## src/rtl/rer_pkg.sv

```systemverilog
package rer_pkg;

    typedef enum logic [2:0] {
        ST_IDLE     = 3'd0,
        ST_SPLIT_LO = 3'd1,
        ST_SPLIT_HI = 3'd2,
        ST_MERGE    = 3'd3,
        ST_FINISH   = 3'd4,
        ST_REFUSE   = 3'd5
    } rer_state_e;

    typedef enum logic {
        RUN_EMPTY = 1'b0,
        RUN_OPEN  = 1'b1
    } run_state_e;

endpackage

```

## src/rtl/rer_req_check.sv

```systemverilog
// Decides whether a split or merge request is legal and how many
// slots each write phase covers.
module rer_req_check #(
    parameter int IDX_W = 6,
    parameter int KL_W  = 4,
    parameter int KMIN  = 2,
    parameter int KMAX  = 8
) (
    input  logic              is_merge,
    input  logic [IDX_W-1:0]  base_idx,
    input  logic [KL_W-1:0]   klen,
    output logic              accept_ok,
    output logic [IDX_W-1:0]  phase_last
);

    int   k_val;
    int   level;
    int   span;
    logic range_ok;
    logic aligned;

    always_comb begin
        k_val = int'(klen);
        if (is_merge) begin
            // key grows by one bit: k must lie in [KMIN, KMAX-1]
            range_ok = (k_val >= KMIN) && (k_val + 1 <= KMAX);
            level    = k_val - KMIN + 1;
        end else begin
            // key shrinks by one bit: never below the base width
            range_ok = (k_val >= KMIN + 1) && (k_val <= KMAX);
            level    = k_val - KMIN;
        end
        if (!range_ok) begin
            level = 0;
        end
        span      = 1 << level;
        aligned   = ((int'(base_idx) & (span - 1)) == 0);
        accept_ok = range_ok && aligned;
        if (is_merge) begin
            phase_last = IDX_W'(span - 1);
        end else begin
            phase_last = IDX_W'((span >> 1) - 1);
        end
    end

endmodule

```

## src/rtl/rer_entry_xform.sv

```systemverilog
// Field algebra: unpacks {region, key} at the klen boundary and
// repacks with the boundary moved by one bit.
module rer_entry_xform #(
    parameter int ENTRY_W = 12,
    parameter int KL_W    = 4
) (
    input  logic [ENTRY_W-1:0] old_entry,
    input  logic [KL_W-1:0]    old_klen,
    input  logic               is_merge,
    input  logic               upper_half,
    output logic [ENTRY_W-1:0] new_entry,
    output logic [KL_W-1:0]    new_klen
);

    logic [ENTRY_W-1:0] key_mask;
    logic [ENTRY_W-1:0] region_f;
    logic [ENTRY_W-1:0] key_f;
    logic [ENTRY_W-1:0] key_shifted;
    logic [ENTRY_W-1:0] key_next;
    logic [ENTRY_W-1:0] region_next;
    logic               key_top;

    always_comb begin
        key_mask    = ~({ENTRY_W{1'b1}} << old_klen);
        region_f    = old_entry >> old_klen;
        key_f       = old_entry & key_mask;
        key_shifted = key_f >> (old_klen - 1'b1);
        key_top     = key_shifted[0];
        key_next    = '0;
        region_next = '0;
        new_entry   = '0;
        new_klen    = '0;
        if (is_merge) begin
            // region LSB becomes the new key MSB
            region_next = region_f >> 1;
            key_next    = key_f | ({{(ENTRY_W-1){1'b0}}, region_f[0]} << old_klen);
            new_klen    = old_klen + 1'b1;
            new_entry   = (region_next << new_klen) | key_next;
        end else begin
            // key MSB, XORed with the half index, becomes the region LSB
            region_next = (region_f << 1) |
                          {{(ENTRY_W-1){1'b0}}, key_top ^ upper_half};
            key_next    = key_f & (key_mask >> 1);
            new_klen    = old_klen - 1'b1;
            new_entry   = (region_next << new_klen) | key_next;
        end
    end

endmodule

```

## src/rtl/rer_run_meter.sv

```systemverilog
// Measures runs of adjacent identical slots; reports P * run length.
module rer_run_meter
    import rer_pkg::*;
#(
    parameter int ENTRY_W = 12,
    parameter int KL_W    = 4,
    parameter int IDX_W   = 6,
    parameter int KMIN    = 2,
    localparam int CNT_W  = IDX_W + 1,
    localparam int GRAN_W = CNT_W + KMIN
) (
    input  logic               clk,
    input  logic               rst_n,
    input  logic               scan_valid,
    input  logic [ENTRY_W-1:0] scan_entry,
    input  logic [KL_W-1:0]    scan_klen,
    input  logic               scan_end,
    output logic               gran_valid,
    output logic [GRAN_W-1:0]  gran_lines
);

    localparam logic [CNT_W-1:0] CNT_MAX = CNT_W'(1 << IDX_W);

    run_state_e         run_st;
    logic [ENTRY_W-1:0] cur_entry;
    logic [KL_W-1:0]    cur_klen;
    logic [CNT_W-1:0]   run_cnt;
    logic               same_slot;

    assign same_slot = (scan_entry == cur_entry) && (scan_klen == cur_klen);

    always_ff @(posedge clk) begin
        if (!rst_n) begin
            run_st     <= RUN_EMPTY;
            cur_entry  <= '0;
            cur_klen   <= '0;
            run_cnt    <= '0;
            gran_valid <= 1'b0;
            gran_lines <= '0;
        end else begin
            gran_valid <= 1'b0;
            unique case (run_st)
                RUN_EMPTY: begin
                    if (scan_valid) begin
                        run_st    <= RUN_OPEN;
                        cur_entry <= scan_entry;
                        cur_klen  <= scan_klen;
                        run_cnt   <= CNT_W'(1);
                    end
                end
                RUN_OPEN: begin
                    if (scan_valid) begin
                        if (same_slot) begin
                            if (run_cnt != CNT_MAX) begin
                                run_cnt <= run_cnt + 1'b1;
                            end
                        end else begin
                            gran_valid <= 1'b1;
                            gran_lines <= {run_cnt, {KMIN{1'b0}}};
                            cur_entry  <= scan_entry;
                            cur_klen   <= scan_klen;
                            run_cnt    <= CNT_W'(1);
                        end
                    end else if (scan_end) begin
                        gran_valid <= 1'b1;
                        gran_lines <= {run_cnt, {KMIN{1'b0}}};
                        run_st     <= RUN_EMPTY;
                    end
                end
                default: run_st <= RUN_EMPTY;
            endcase
        end
    end

endmodule

```

## src/rtl/region_entry_rewriter.sv

```systemverilog
module region_entry_rewriter
    import rer_pkg::*;
#(
    parameter int ENTRY_W = 12,
    parameter int IDX_W   = 6,
    parameter int KMIN    = 2,
    parameter int KMAX    = KMIN + IDX_W,
    localparam int KL_W   = $clog2(ENTRY_W + 1),
    localparam int GRAN_W = IDX_W + 1 + KMIN
) (
    input  logic               clk,
    input  logic               rst_n,
    input  logic               req_valid,
    input  logic               req_merge,
    input  logic [IDX_W-1:0]   req_index,
    input  logic [ENTRY_W-1:0] req_entry,
    input  logic [KL_W-1:0]    req_klen,
    output logic               busy,
    output logic               wr_valid,
    output logic [IDX_W-1:0]   wr_index,
    output logic [ENTRY_W-1:0] wr_entry,
    output logic [KL_W-1:0]    wr_klen,
    output logic               done,
    output logic               reject,
    input  logic               scan_valid,
    input  logic [ENTRY_W-1:0] scan_entry,
    input  logic [KL_W-1:0]    scan_klen,
    input  logic               scan_end,
    output logic               gran_valid,
    output logic [GRAN_W-1:0]  gran_lines
);

    rer_state_e         state;
    rer_state_e         state_nx;
    logic [IDX_W-1:0]   r_base;
    logic [IDX_W-1:0]   r_off;
    logic [IDX_W-1:0]   r_last;
    logic [ENTRY_W-1:0] r_entry;
    logic [KL_W-1:0]    r_klen;
    logic               r_merge;

    logic               req_ok;
    logic [IDX_W-1:0]   req_last;
    logic [IDX_W-1:0]   hi_last;
    logic               in_upper;
    logic [ENTRY_W-1:0] xf_entry;
    logic [KL_W-1:0]    xf_klen;

    rer_req_check #(
        .IDX_W (IDX_W),
        .KL_W  (KL_W),
        .KMIN  (KMIN),
        .KMAX  (KMAX)
    ) u_check (
        .is_merge   (req_merge),
        .base_idx   (req_index),
        .klen       (req_klen),
        .accept_ok  (req_ok),
        .phase_last (req_last)
    );

    assign in_upper = (state == ST_SPLIT_HI);
    assign hi_last  = {r_last[IDX_W-2:0], 1'b1};

    rer_entry_xform #(
        .ENTRY_W (ENTRY_W),
        .KL_W    (KL_W)
    ) u_xform (
        .old_entry  (r_entry),
        .old_klen   (r_klen),
        .is_merge   (r_merge),
        .upper_half (in_upper),
        .new_entry  (xf_entry),
        .new_klen   (xf_klen)
    );

    rer_run_meter #(
        .ENTRY_W (ENTRY_W),
        .KL_W    (KL_W),
        .IDX_W   (IDX_W),
        .KMIN    (KMIN)
    ) u_meter (
        .clk        (clk),
        .rst_n      (rst_n),
        .scan_valid (scan_valid),
        .scan_entry (scan_entry),
        .scan_klen  (scan_klen),
        .scan_end   (scan_end),
        .gran_valid (gran_valid),
        .gran_lines (gran_lines)
    );

    // state register
    always_ff @(posedge clk) begin
        if (!rst_n) begin
            state <= ST_IDLE;
        end else begin
            state <= state_nx;
        end
    end

    // next-state logic
    always_comb begin
        state_nx = state;
        unique case (state)
            ST_IDLE: begin
                if (req_valid) begin
                    if (!req_ok) begin
                        state_nx = ST_REFUSE;
                    end else if (req_merge) begin
                        state_nx = ST_MERGE;
                    end else begin
                        state_nx = ST_SPLIT_LO;
                    end
                end
            end
            ST_SPLIT_LO: if (r_off == r_last)  state_nx = ST_SPLIT_HI;
            ST_SPLIT_HI: if (r_off == hi_last) state_nx = ST_FINISH;
            ST_MERGE:    if (r_off == r_last)  state_nx = ST_FINISH;
            ST_FINISH:   state_nx = ST_IDLE;
            ST_REFUSE:   state_nx = ST_IDLE;
            default:     state_nx = ST_IDLE;
        endcase
    end

    // request capture and slot counter
    always_ff @(posedge clk) begin
        if (!rst_n) begin
            r_base  <= '0;
            r_off   <= '0;
            r_last  <= '0;
            r_entry <= '0;
            r_klen  <= '0;
            r_merge <= 1'b0;
        end else if (state == ST_IDLE) begin
            if (req_valid) begin
                r_base  <= req_index;
                r_off   <= '0;
                r_last  <= req_last;
                r_entry <= req_entry;
                r_klen  <= req_klen;
                r_merge <= req_merge;
            end
        end else if (state == ST_SPLIT_LO || state == ST_SPLIT_HI ||
                     state == ST_MERGE) begin
            r_off <= r_off + 1'b1;
        end
    end

    // outputs
    always_comb begin
        busy     = 1'b1;
        wr_valid = 1'b0;
        done     = 1'b0;
        reject   = 1'b0;
        wr_index = r_base + r_off;
        wr_entry = xf_entry;
        wr_klen  = xf_klen;
        unique case (state)
            ST_IDLE:     busy = 1'b0;
            ST_SPLIT_LO: wr_valid = 1'b1;
            ST_SPLIT_HI: wr_valid = 1'b1;
            ST_MERGE:    wr_valid = 1'b1;
            ST_FINISH:   done = 1'b1;
            ST_REFUSE:   reject = 1'b1;
            default:     busy = 1'b1;
        endcase
    end

endmodule

```

## config.mk

```make
export PLATFORM = sky130hd
export DESIGN_NAME = region_entry_rewriter
export DESIGN_NICKNAME = d
export VERILOG_FILES = /design/src/rtl/rer_pkg.sv /design/src/rtl/rer_req_check.sv /design/src/rtl/rer_entry_xform.sv /design/src/rtl/rer_run_meter.sv /design/src/rtl/region_entry_rewriter.sv
export SDC_FILE = /design/constraint.sdc
export NUM_CORES = 1
export LEC_CHECK = 0
export CORE_MARGIN = 4
export CORE_UTILIZATION = 55
export CTS_CLUSTER_DIAMETER = 60
export DETAILED_ROUTE_END_ITERATION = 6
export DONT_BUFFER_PORTS = 1
export GPL_ROUTABILITY_DRIVEN = 0
export PLACE_DENSITY = 0.73
export SYNTH_ARGS = -nofsm -noshare
export SYNTH_HDL_FRONTEND = slang
export SYNTH_SLANG_ARGS = --single-unit
```

## constraint.sdc

```tcl
create_clock -name clk -period 5.2 [get_ports clk]
set_clock_uncertainty 0.05 [all_clocks]
set_input_delay 1.04 -clock clk [delete_from_list [all_inputs] [get_ports clk]]
set_output_delay 1.04 -clock clk [all_outputs]
set_load 0.05 [all_outputs]
```

# [After elaboration in Yosys (flattened, before gate mapping)]
# Cells that the tools add are included.
# Widths: inputs -> output; s select.
[op_classes] addsub=10 mul=0 div=0 n_lt_le_gt_ge=4 n_eq_ne=19 shift=7 muxes=43 n_bitwise=10 reduce_logical=18
[op_table] cell="$mux 32" n=2
[op_table] cell="$mux 12" n=4
[op_table] cell="$or 12x12->12" n=3
[op_table] cell="$add 32x2->32 const B" n=1
[op_table] cell="$and 7x32->32" n=1
[op_table] cell="$le 32x5->1 const B" n=1
[op_table] cell="$logic_not 32->1" n=1
[op_table] cell="$shl 1x32->32 const A" n=1
[op_table] cell="$sub 32x2->32 const B" n=1
[op_table] cell="$mux 7" n=4
[op_table] cell="$mux 9" n=3
[op_table] cell="$mux 6" n=4
[op_table] cell="$pmux 12 s2" n=1
[op_table] cell="$mux 4" n=4
[op_table] cell="$ne 2x2->1 const B" n=8
[op_table] cell="$mux 3" n=5
[op_table] cell="$pmux 7 s2" n=1
[op_table] cell="$and 12x11->12" n=1
[op_table] cell="$and 12x12->12" n=1
[op_table] cell="$eq 12x12->1" n=1
[op_table] cell="$eq 6x6->1" n=2
[op_table] cell="$not 12->12" n=1
[op_table] cell="$or 12x1->12" n=1
[op_table] cell="$pmux 3 s4" n=1
[op_table] cell="36 further kinds" n=58
[totals] ff_bits=72 latch_bits=0 ram_bits=0 mem_bits_ro=0 input_bits=44 word_cells=124 mem_count=0

# [Longest topological paths before layout]
# Gate-level depths: netlist (run 1).
[depth] word_depth=13 ltp_mapped=20 depth_no_buf=19

# [Cells and area by module]
# From an unflattened synthesis (run 1), not the netlist that was laid out.
[unflattened] hier_cells=866 hier_area_um2=6673.9
[modules_own_cells] mod="rer_entry_xform" instances=1 cells_each=351 area_per_inst_um2=2280.9 seq_area_each_um2=0.0
[modules_own_cells] mod="region_entry_rewriter" instances=1 cells_each=215 area_per_inst_um2=1839.3 seq_area_each_um2=760.7
[modules_own_cells] mod="rer_run_meter" instances=1 cells_each=183 area_per_inst_um2=1615.3 seq_area_each_um2=640.6
[modules_own_cells] mod="rer_req_check" instances=1 cells_each=117 area_per_inst_um2=938.4 seq_area_each_um2=0.0

# [Worst setup path before layout (run 1)]
# OpenSTA, ideal clock, no wires.
[synth_timing] kind="input -> register" from="in req_klen[1]" to="reg state[1]" setup_ps=114 arrival_time_ps=5183 path_slack_ps=-147 path_stages=20 path_cell_list="clkbuf_1 -> inv_1 -> ha_1 -> ha_1 -> nor2b_1 -> nand3_1 -> ha_1 -> nor4bb_1 -> nand2_1 -> a21oi_1 -> nand2_1 -> a211o_1 -> ha_1 -> nor2b_1 -> nor2_1 -> o211ai_1 -> o21a_1 -> a2bb2oi_1 -> mux2_2 -> a21o_1"
[synth_between] elab_chain_len=13
[synth_rtl] item="start, declared" line="region_entry_rewriter.sv:17" text="input logic [KL_W-1:0] req_klen,"
[synth_rtl] item="$add 4x1->5" line="rer_req_check.sv:26" text="range_ok = (k_val >= KMIN) && (k_val + 1 <= KMAX);"
[synth_rtl] item="$le 32x5->1" line="rer_req_check.sv:26"
[synth_rtl] item="$logic_and 1x1->1" line="rer_req_check.sv:26"
[synth_rtl] item="$mux 1" line="rer_req_check.sv:24" text="if (is_merge) begin"
[synth_rtl] item="$mux 32" line="rer_req_check.sv:33" text="if (!range_ok) begin"
[synth_rtl] item="$shl 1x32->32" line="rer_req_check.sv:36" text="span = 1 << level;"
[synth_rtl] item="$sub 32x2->32" line="rer_req_check.sv:37" text="aligned = ((int'(base_idx) & (span - 1)) == 0);"
[synth_rtl] item="$and 7x32->32" line="rer_req_check.sv:37"
[synth_rtl] item="$logic_not 32->1" line="rer_req_check.sv:37"
[synth_rtl] item="$logic_and 1x1->1 *" line="rer_req_check.sv:38" text="accept_ok = range_ok && aligned;"
[synth_rtl] item="$mux 3 *" line="region_entry_rewriter.sv:108" text="if (!req_ok) begin"
[synth_rtl] item="$mux 3 *" line="region_entry_rewriter.sv:107" text="if (req_valid) begin"
[synth_rtl] item="$pmux 3 s4 *" line="region_entry_rewriter.sv:105" text="unique case (state)"
[synth_rtl] item="end signal, assigned" line="region_entry_rewriter.sv:98" text="state <= state_nx;"
[synth_rtl] item="end, declared" line="region_entry_rewriter.sv:33" text="rer_state_e state;"
# Every way passes the cells marked *; elsewhere a longest branch is shown, timed or not. The select of a mux whose other input is x is not followed.
# A chain may end at the register's enable or synchronous reset.

# [Worst setup path after layout (run 1)]
[layout_timing] from="reg r_klen[0]" to="out wr_entry[0]"
[layout_between] elab_chain_len=9
[layout_rtl] item="start, declared" line="region_entry_rewriter.sv:39" text="logic [KL_W-1:0] r_klen;"
[layout_rtl] item="start signal, assigned" line="region_entry_rewriter.sv:141" text="r_klen <= req_klen;"
[layout_rtl] item="$shl 12x4->12" line="rer_entry_xform.sv:24" text="key_mask = ~({ENTRY_W{1'b1}} << old_klen);"
[layout_rtl] item="$not 12->12" line="rer_entry_xform.sv:24"
[layout_rtl] item="$and 12x12->12" line="rer_entry_xform.sv:26" text="key_f = old_entry & key_mask;"
[layout_rtl] item="$shr 12x4->1" line="rer_entry_xform.sv:27" text="key_shifted = key_f >> (old_klen - 1'b1);"
[layout_rtl] item="$xor 1x1->1" line="rer_entry_xform.sv:42" text="{{(ENTRY_W-1){1'b0}}, key_top ^ upper_half};"
[layout_rtl] item="$or 12x1->12" line="rer_entry_xform.sv:41" text="region_next = (region_f << 1) |"
[layout_rtl] item="$shl 12x4->12" line="rer_entry_xform.sv:45" text="new_entry = (region_next << new_klen) | key_next;"
[layout_rtl] item="$or 12x12->12" line="rer_entry_xform.sv:45"
[layout_rtl] item="$mux 12 *" line="rer_entry_xform.sv:33" text="if (is_merge) begin"
[layout_rtl] item="end, declared" line="region_entry_rewriter.sv:21" text="output logic [ENTRY_W-1:0] wr_entry,"
# Every way passes the cells marked *; elsewhere a longest branch is shown, timed or not.

==> results.json, run 1 <==
{
  "clk_pin_slew_ps": 60,
  "drcViolationCount": 1,
  "cp-start-kind": "register",
  "status": "finished with violations",
  "vias": 6678,
  "grt_max_degree": 60,
  "async_flop_share": 0,
  "timing.critical_path.buf_inv": 3,
  "synth_seq_cells": 70,
  "setup-tns-final_ps": 0,
  "cts_setup_buffers": 0,
  "p_int_w": 0.00163,
  "critPathArrivalTime_ps": 3920,
  "hpwl_mm": 13.9,
  "drt_iter0_drc": 707,
  "worstMarginPinSlew_ps": 1150,
  "met3_length_mm": 1.89,
  "cellPowerDensity_mw_per_mm2": 462,
  "period_share": 0.964,
  "cts-root-buf": "clkbuf_16",
  "multi_input_area_mm2": 0.00470,
  "grt_overflow": 0,
  "path_max_fanout": 13,
  "rsz0062_at_grt": "no",
  "yosys.area_share.xor_xnor": 0.0701,
  "layout_min_cycle_time_ps": 5010,
  "required_ps": 4110,
  "core_area_mm2": 0.0115,
  "synth_ff_type": "dfxtp_1",
  "rows": 39,
  "clk_path_buf_depth": 2,
  "p_total_w": 0.00323,
  "combPwrFrac": 0.567,
  "maxSlewHeadroom": 0.231,
  "crit_slowest_cell": "a2111oi_2",
  "clk_latency_ps": 340,
  "fmax_mhz": 200,
  "met2_length_mm": 8.85,
  "wl_met1_mm": 7.51,
  "io_pins": 80,
  "fill_cells": 1023,
  "antenna_found_initial": 0,
  "drt-total-wl_mm": 19.0,
  "cts_resized": 0,
  "ys_seq_area_frac": 0.216,
  "clock-sinks": 70,
  "slew_viol_final": 0,
  "path_cells": "inv_1, ha_1, ha_1, inv_1, nand3_1, a2111oi_2, nor4_1, or2_1, or3_1, a31oi_1, buf_4",
  "yosysWarnings": 0,
  "wl_per_cell_um": 19.2,
  "synth_fa_ha_area_frac": 0.0609,
  "ant_nets": 0,
  "grt_pass1_vias": 6291,
  "hold_viol": 0,
  "cts_buffers": 9,
  "syn_area_per_cell_um2": 7.52,
  "grt_use_total": 0.279,
  "diodes": 0,
  "setup_viol": 0,
  "numPortBuffers": 0,
  "final_common_cell": "nand2_1",
  "htree_levels": 3,
  "initial_core_util": 0.567,
  "swShare": 0.496,
  "synth.distinct_cells": 82,
  "ctsHoldBuffers": 0,
  "leakagePower_nw": 2.68,
  "die_h_um": 117,
  "dr.max_layer_used": "met4",
  "most-common-layout-cells": "108 x nand2_1, 73 x nor2_1, 69 x dfxtp_1",
  "area_growth_pct": 7.72,
  "grt_first_pass_wirelength_mm": 30.6,
  "maxCapViolCount": 0,
  "hp-class": "reg2reg",
  "synthSimpleGateAreaFrac": 0.225,
  "synth_top_family_by_area": "compound AO/OA/AOI/OAI gates",
  "yosys-mux-area-fraction": 0.0928,
  "switching_power_w": 0.00160,
  "endpoint_kind": "output pin",
  "synthCells": 864,
  "drt-pass1-iter-count": 7,
  "netlist_area_mm2": 0.00650,
  "synth_compound_area_frac": 0.268,
  "seq_area_mm2": 0.00140,
  "drive_gt1_frac": 0.0953,
  "die-width_um": 117,
  "failed_checks": "DRC",
  "cpLargestDelayFamily": "simple AND/OR/NAND/NOR gates",
  "pwr-share-seq": 0.231,
  "dieArea_mm2": 0.0136,
  "via_per_inst": 6.73,
  "pwr-share-clk": 0.202,
  "ir_worst_vdd_v": 0.000412,
  "max_stage_delay_ps": 510,
  "cts_tree": "done",
  "nets": 920,
  "worstSetupPathType": "reg2out",
  "synth_edf_count": 0
}
[kinds of logic (layout without fill, tap and decap cells)]
kind of cell             count (synthesis)  after routing
XOR/XNOR                                52             52
adder cells (fa/ha/maj)                 31             31
buffers and inverters                  101             86
AO/OA/AOI/OAI                          251            251
multiplexers                            52             52
flip-flops                              70             70
AND/OR/NAND/NOR                        306            306
other                                    1              2
[synth_stat cells (13+ instances only)]
| master | count | area (µm²) |
|---|---|---|
| xnor2_1 | 39 | 342 |
| a31oi_1 | 19 | 119 |
| nand4_1 | 18 | 113 |
| a211oi_1 | 13 | 97.6 |
| o211ai_1 | 15 | 113 |
| clkbuf_1 | 34 | 128 |
| nor3_1 | 19 | 95.1 |
| nor2_1 | 73 | 274 |
| a21oi_1 | 65 | 325 |
| ha_1 | 30 | 375 |
| o21ai_0 | 36 | 180 |
| xor2_1 | 13 | 114 |
| inv_1 | 39 | 146 |
| nand3_1 | 20 | 100 |
| nand2_1 | 108 | 405 |
| mux2i_1 | 40 | 400 |
| dfxtp_1 | 70 | 1400 |
[stage by stage]
step | setup WS [ps] | utilization | hold slack [ps] | cells | area, µm²
2_1_floorplan | 4.70 | - | 391 | 865 | 6520
3_3_place_gp | 283 | 0.583 | 405 | 977 | 6680
3_5_place_dp | 58.9 | 0.583 | 406 | 977 | 6680
4_1_cts | 298 | 0.610 | 414 | 993 | 7000
5_1_grt | 10.4 | 0.610 | 439 | 993 | 7000
6_report | 188 | 0.610 | 412 | 993 | 7000
[tightest hold or removal path, delay by kind of cell, from the launching register on]
family,cells,cell delay (ps)
simple gates,1,50
compound gates,1,50
flops,1,310
[layer usage]
layer	vias to the layer above	GRT usage
met3	76	0.0518
li1	3122	-
met1	3052	0.355
met4	0	0.136
met5	-	0
met2	428	0.452
[power groups by stage]
stage | sequential [W] | combinational [W] | clock (W)
finish | 0.000746 | 0.00183 | 0.000653
detailed placement | 0.000750 | 0.00178 | 0
CTS | 0.000739 | 0.00179 | 0.000664
global route | 0.000755 | 0.00196 | 0.000684
global placement | 0.000746 | 0.00176 | 0
floorplan | 0.000682 | 0.00142 | 0
[cell type report]
cell class,count,area share
clock buffer,11,0.0333
clock inverter,5,0.0120
inverter,40,0.0215
multi-input combinational,694,0.672
sequential,70,0.200
tap,143,0.0256
timing repair buffer,30,0.0358
[state kept, by name, indices dropped and copies added, names as in the netlist]
signal / count
u_meter.run_st: 1
u_meter.gran_lines: 7
r_klen: 4
u_meter.cur_entry: 12
r_entry: 12
state: 3
u_meter.cur_klen: 4
r_base: 6
u_meter.run_cnt: 7
r_off: 6
r_last: 6
r_merge: 1
u_meter.gran_valid: 1
[final timing paths]
kind / endpoint / cells after the start / startpoint / slack, ps
worst max-delay path: wr_entry[0] / 11 / r_klen[0]$_SDFFE_PN0P_ / 190
worst max register to register: u_meter.gran_lines[6]$_SDFFE_PN0P_ / 7 / u_meter.cur_klen[0]$_SDFFE_PN0P_ / 2870
worst min register to register: r_base[0]$_SDFFE_PN0P_ / 2 / r_base[0]$_SDFFE_PN0P_ / 410
worst min-delay path: r_base[0]$_SDFFE_PN0P_ / 2 / r_base[0]$_SDFFE_PN0P_ / 410
(Power assumes the default switching activity.)
==> run 2: changes to the inputs <==
--- a/config.mk
+++ b/config.mk
@@ -11,6 +11,7 @@
 export DETAILED_ROUTE_END_ITERATION = 6
 export DONT_BUFFER_PORTS = 1
 export GPL_ROUTABILITY_DRIVEN = 0
+export MAX_ROUTING_LAYER = met4
 export PLACE_DENSITY = 0.73
 export SYNTH_ARGS = -nofsm -noshare
 export SYNTH_HDL_FRONTEND = slang
==> run 2 against run 1 <==
  * The flow now finishes without violations
  * Design area stayed put
  * Die area stayed put
  * Via count is 0.43% higher
  * Hold slack better by 1.3 ps
  * Global-route usage is 0.91 points higher
  * Final cell count stayed put
  * Core utilization stayed put
  * Largest cell class unchanged
  * Highest routed layer unchanged
  * Sequential power hardly changed
  * Worst setup slack better by 10 ps
==> results.json, run 2 (synthesized netlist as in run 1, its figures left out) <==
{
  "setup_viol": 0,
  "grt_first_pass_wirelength_mm": 30.6,
  "diodes": 0,
  "dieArea_mm2": 0.0136,
  "layout_min_cycle_time_ps": 5000,
  "status": "complete, no violations",
  "grt_pass1_vias": 6305,
  "swShare": 0.497,
  "period_share": 0.962,
  "wl_met1_mm": 7.60,
  "hpwl_mm": 13.9,
  "clk_latency_ps": 340,
  "critPathArrivalTime_ps": 3910,
  "ir_worst_vdd_v": 0.000413,
  "rsz0062_at_grt": "no",
  "pwr-share-seq": 0.231,
  "antenna_found_initial": 0,
  "grt_max_degree": 60,
  "met3_length_mm": 1.88,
  "cellPowerDensity_mw_per_mm2": 462,
  "most-common-layout-cells": "108 x nand2_1, 73 x nor2_1, 69 x dfxtp_1",
  "area_growth_pct": 7.72,
  "hp-class": "reg2reg",
  "via_per_inst": 6.75,
  "whs_ps": 413,
  "slew_viol_final": 0,
  "combPwrFrac": 0.567,
  "leakagePower_nw": 2.68,
  "path_max_fanout": 13,
  "cts_resized": 0,
  "drt-pass1-iter-count": 6,
  "required_ps": 4110,
  "cp-start-kind": "register",
  "wl_per_cell_um": 19.2,
  "cts_buffers": 9,
  "dr.max_layer_used": "met4",
  "vias": 6707,
  "endpoint_kind": "output pin",
  "fmax_mhz": 200,
  "nets": 920,
  "hold_viol": 0,
  "switching_power_w": 0.00161,
  "numPortBuffers": 0,
  "maxCapViolCount": 0,
  "htree_levels": 3,
  "drt_iter0_drc": 680,
  "rows": 39,
  "pwr-share-clk": 0.202,
  "worstSetupPathType": "reg2out",
  "final_common_cell": "nand2_1",
  "ctsHoldBuffers": 0,
  "maxSlewHeadroom": 0.233,
  "clk_path_buf_depth": 2,
  "drive_gt1_frac": 0.0953,
  "worstMarginPinSlew_ps": 1150,
  "met2_length_mm": 8.84,
  "grt_overflow": 0,
  "top_regs": "r_entry (12), u_meter.cur_entry (12)",
  "io_pins": 80,
  "ant_nets": 0,
  "drcViolationCount": 0,
  "clk_pin_slew_ps": 60,
  "grt_use_total": 0.288,
  "setup-tns-final_ps": 0,
  "cts-root-buf": "clkbuf_16",
  "drt-total-wl_mm": 19.0,
  "cts_setup_buffers": 0,
  "clock-sinks": 70,
  "p_int_w": 0.00163,
  "initial_core_util": 0.567,
  "fill_cells": 1023,
  "die-width_um": 117,
  "cts_tree": "done",
  "die_h_um": 117,
  "core_area_mm2": 0.0115
}
run 2: cell counts in the layout (fill, tap and decap cells not counted):
Identical to the previous run, type by type.
run 2: metal layers:
layer,vias up,global-route usage
met3,73,0.0508
met5,-,-
li1,3129,-
met2,420,0.457
met4,0,0.132
met1,3085,0.356
run 2: per-stage QoR:
| step | setup slack [ps] | instances | utilization | total power, W | cell area, µm² |
|---|---|---|---|---|---|
| 3_3_place_gp | 283 | 977 | 0.583 | 0.00250 | 6680 |
| 4_1_cts | 298 | 993 | 0.610 | 0.00320 | 7000 |
| 2_1_floorplan | 4.70 | 865 | - | 0.00210 | 6520 |
| 5_1_grt | 3.84 | 993 | 0.610 | 0.00340 | 7000 |
| 3_5_place_dp | 58.9 | 977 | 0.583 | 0.00253 | 6680 |
| 6_report | 198 | 993 | 0.610 | 0.00323 | 7000 |
run 2: cell type report:
class / count / area, µm² / area share
flip-flops and latches: 70 / 1400 / 0.200
repair buffers: 30 / 250 / 0.0358
well taps: 143 / 179 / 0.0256
multi-input cells: 694 / 4700 / 0.672
inverters: 40 / 150 / 0.0215
clock buffers: 11 / 233 / 0.0333
clock inverters: 5 / 83.8 / 0.0120
run 2: critical path, stage by stage, from the launching register on:
cell	delay [ps]
dfxtp_2	480
inv_1	120
ha_1	240
ha_1	450
inv_1	310
nand3_1	220
a2111oi_2	500
nor4_1	160
or2_1	250
or3_1	350
a31oi_1	250
buf_4	240
run 2: final timing paths:
kind                                                          from                                  to  slack, ps  cells past startpoint
worst min register to register              r_base[0]$_SDFFE_PN0P_              r_base[0]$_SDFFE_PN0P_        410                      2
worst max register to register  u_meter.cur_entry[10]$_SDFFE_PN0P_  u_meter.gran_lines[6]$_SDFFE_PN0P_       2870                      7
worst min-delay path                        r_base[0]$_SDFFE_PN0P_              r_base[0]$_SDFFE_PN0P_        410                      2
worst max-delay path                        r_klen[0]$_SDFFE_PN0P_                         wr_entry[0]        200                     11
run 2: power groups by stage:
stage	clock [W]	combinational, W	sequential, W
2_1_floorplan	0	0.00142	0.000682
3_3_place_gp	0	0.00176	0.000746
3_5_place_dp	0	0.00178	0.000750
4_1_cts	0.000664	0.00179	0.000739
5_1_grt	0.000684	0.00196	0.000756
6_report	0.000655	0.00183	0.000748
==> run 3: changes to the inputs <==
--- a/config.mk
+++ b/config.mk
@@ -5,6 +5,7 @@
 export SDC_FILE = /design/constraint.sdc
 export NUM_CORES = 1
 export LEC_CHECK = 0
+export ABC_AREA = 1
 export CORE_MARGIN = 4
 export CORE_UTILIZATION = 55
 export CTS_CLUSTER_DIAMETER = 60
@@ -12,7 +13,7 @@
 export DONT_BUFFER_PORTS = 1
 export GPL_ROUTABILITY_DRIVEN = 0
 export MAX_ROUTING_LAYER = met4
-export PLACE_DENSITY = 0.73
+export PLACE_DENSITY = 0.7
 export SYNTH_ARGS = -nofsm -noshare
 export SYNTH_HDL_FRONTEND = slang
 export SYNTH_SLANG_ARGS = --single-unit
==> constraint.sdc (replaced) <==
create_clock -name clk -period 6.2 [get_ports clk]
set_clock_uncertainty 0.05 [all_clocks]
set_input_delay 1.24 -clock clk [delete_from_list [all_inputs] [get_ports clk]]
set_output_delay 1.24 -clock clk [all_outputs]
set_load 0.05 [all_outputs]
==> run 3 against run 2 <==
  * Critical path depth grew 4
  * Largest power group unchanged
  * Critical endpoint is now wr_entry[2]
  * Die area shrank 8.7%
  * Area after synthesis shrank 9.3%
  * Hold slack gained 16 ps
  * Final cell count grew 8.1%
  * Non-clock buffer count shrank 17
  * Worst setup slack gained 760 ps
==> results.json, run 3 <==
{
  "dieArea_mm2": 0.0124,
  "syn_area_per_cell_um2": 6.19,
  "area_growth_pct": 2.93,
  "ctsHoldBuffers": 0,
  "rows": 37,
  "drt_iter0_drc": 574,
  "maxCapViolCount": 0,
  "worstMarginPinSlew_ps": 1130,
  "cp-start-kind": "register",
  "hp-class": "reg2reg",
  "status": "complete, no violations",
  "drt-total-wl_mm": 16.6,
  "grt_max_degree": 56,
  "clk_path_buf_depth": 2,
  "synth_seq_cells": 70,
  "synth_edf_count": 0,
  "ys_seq_area_frac": 0.238,
  "cts_setup_buffers": 0,
  "async_flop_share": 0,
  "numPortBuffers": 0,
  "finalNonFillerCells": 1073,
  "cts_tree": "done",
  "cts_buffers": 9,
  "wl_per_cell_um": 15.4,
  "critPathArrivalTime_ps": 3960,
  "dp.cells": 1057,
  "top_regs": "r_entry (12), u_meter.cur_entry (12)",
  "clock-sinks": 70,
  "grt_use_total": 0.270,
  "grt_pass1_vias": 5877,
  "grt_overflow": 0,
  "drcViolationCount": 0,
  "clk_pin_slew_ps": 80,
  "layout_min_cycle_time_ps": 5250,
  "clk_latency_ps": 340,
  "io_pins": 80,
  "die_h_um": 111,
  "grt_first_pass_wirelength_mm": 27.5,
  "drt-pass1-iter-count": 7,
  "synth_ff_type": "dfxtp_1",
  "cts_resized": 0,
  "whs_ps": 429,
  "yosysWarnings": 0,
  "yosys.area.top_type_share": 0.238,
  "htree_levels": 3,
  "leakagePower_nw": 2.73,
  "synthCells": 951,
  "synth_top_cell_by_area": "dfxtp_1",
  "drive_gt1_frac": 0.0716,
  "ir_worst_vdd_v": 0.000450,
  "hpwl_mm": 12.6,
  "netlist_area_mm2": 0.00589,
  "most-common-layout-cells": "185 x nand2_1, 116 x nor2_1, 105 x inv_1",
  "required_ps": 4910,
  "worstSetupPathType": "reg2out",
  "synth_most_common_cell": "nand2_1",
  "cts-root-buf": "clkbuf_8",
  "antenna_found_initial": 1,
  "initial_core_util": 0.568,
  "maxSlewHeadroom": 0.247,
  "synth.distinct_cells": 55,
  "setup_viol": 0,
  "p_total_w": 0.00301,
  "final_common_cell": "nand2_1",
  "period_share": 0.846,
  "setup-tns-final_ps": 0,
  "cellPowerDensity_mw_per_mm2": 497,
  "final_util": 0.585,
  "hold_viol": 0,
  "ys_top_cells_by_count": "185 x nand2_1, 116 x nor2_1, 105 x inv_1",
  "rsz0062_at_grt": "no",
  "synth_area_leaders": "dfxtp_1 24%, nand2_1 12%, nand3_1 7.6%",
  "nets": 1007,
  "endpoint_kind": "output pin",
  "via_per_inst": 5.78,
  "core_area_mm2": 0.0104,
  "vias": 6207,
  "slew_viol_final": 0,
  "fmax_mhz": 191,
  "path_max_fanout": 18,
  "die-width_um": 111,
  "ant_nets": 0
}
run 3: cell count changes after synthesis, moves of 12 or more:
cell	previous run	this run
nand2_1	108	185
nand3_1	20	89
mux2i_1	40	2
clkbuf_1	34	17
xnor2_1	39	16
nor2_1	73	116
a31oi_1	19	7
inv_1	39	105
o21ai_0	36	82
run 3: cell type report:
cell class | count | area, µm²
Tap cell | 136 | 170
Sequential cell | 70 | 1400
Antenna cell | 1 | 2.50
Inverter | 117 | 440
Clock inverter | 5 | 27.5
Multi-Input combinational cell | 721 | 3800
Fill cell | 1031 | 4310
Clock buffer | 10 | 128
Timing Repair Buffer | 13 | 97.6
run 3: worst max-delay path: stages, from the launching register on:
cell and delay, ps:
dfxtp_1 620, inv_2 190, ha_1 250, ha_1 660, clkinv_1 440, a21oi_1 230
nand3_1 100, nand3_1 110, nand3b_1 110, nand2_2 120, nand2_1 70, nand2_1 90
nand3_1 70, o21ai_1 110, nand2_1 60, nand2_1 370
run 3: report_power, final:
group	switching [W]	internal, W	total, W
Sequential	0.000121	0.000531	0.000652
Clock	0.000165	0.000140	0.000305
Combinational	0.00150	0.000556	0.00205
Total	0.00178	0.00123	0.00301
run 3: final timing paths:
kind | cells after the start | slack [ps] | start | endpoint
worst max-delay path | 15 | 950 | r_klen[1]$_SDFFE_PN0P_ | wr_entry[2]
worst min-delay path | 2 | 430 | u_meter.cur_entry[7]$_SDFFE_PN0P_ | u_meter.cur_entry[7]$_SDFFE_PN0P_
worst max register to register | 11 | 3640 | state[1]$_SDFFE_PN0P_ | r_last[0]$_SDFFE_PN0P_
worst min register to register | 2 | 430 | u_meter.cur_entry[7]$_SDFFE_PN0P_ | u_meter.cur_entry[7]$_SDFFE_PN0P_
run 3: logic make-up (layout without fill, tap and decap cells):
group,after synthesis,count (layout),share of synthesized area
simple gates,455,455,0.336
compound gates,207,207,0.196
buf+inv,161,145,0.119
flops,70,70,0.238
fa+ha+maj,31,31,0.0671
xor+xnor,24,24,0.0395
mux,2,2,0.00340
other cells,1,3,0.000637
run 3: per-stage QoR:
stage | setup slack, ps | instance area (µm²)
2_1_floorplan | 1900 | 5890
3_3_place_gp | 1460 | 5910
3_5_place_dp | 1370 | 5910
4_1_cts | 995 | 6060
5_1_grt | 546 | 6060
6_report | 954 | 6060
run 3: layer usage:
layer	up-vias	GRT usage	wire length [µm]
met1	2760	0.323	6890
li1	3107	-	-
met2	282	0.430	7600
met4	0	0.124	597
met5	-	-	0
met3	58	0.0674	1480
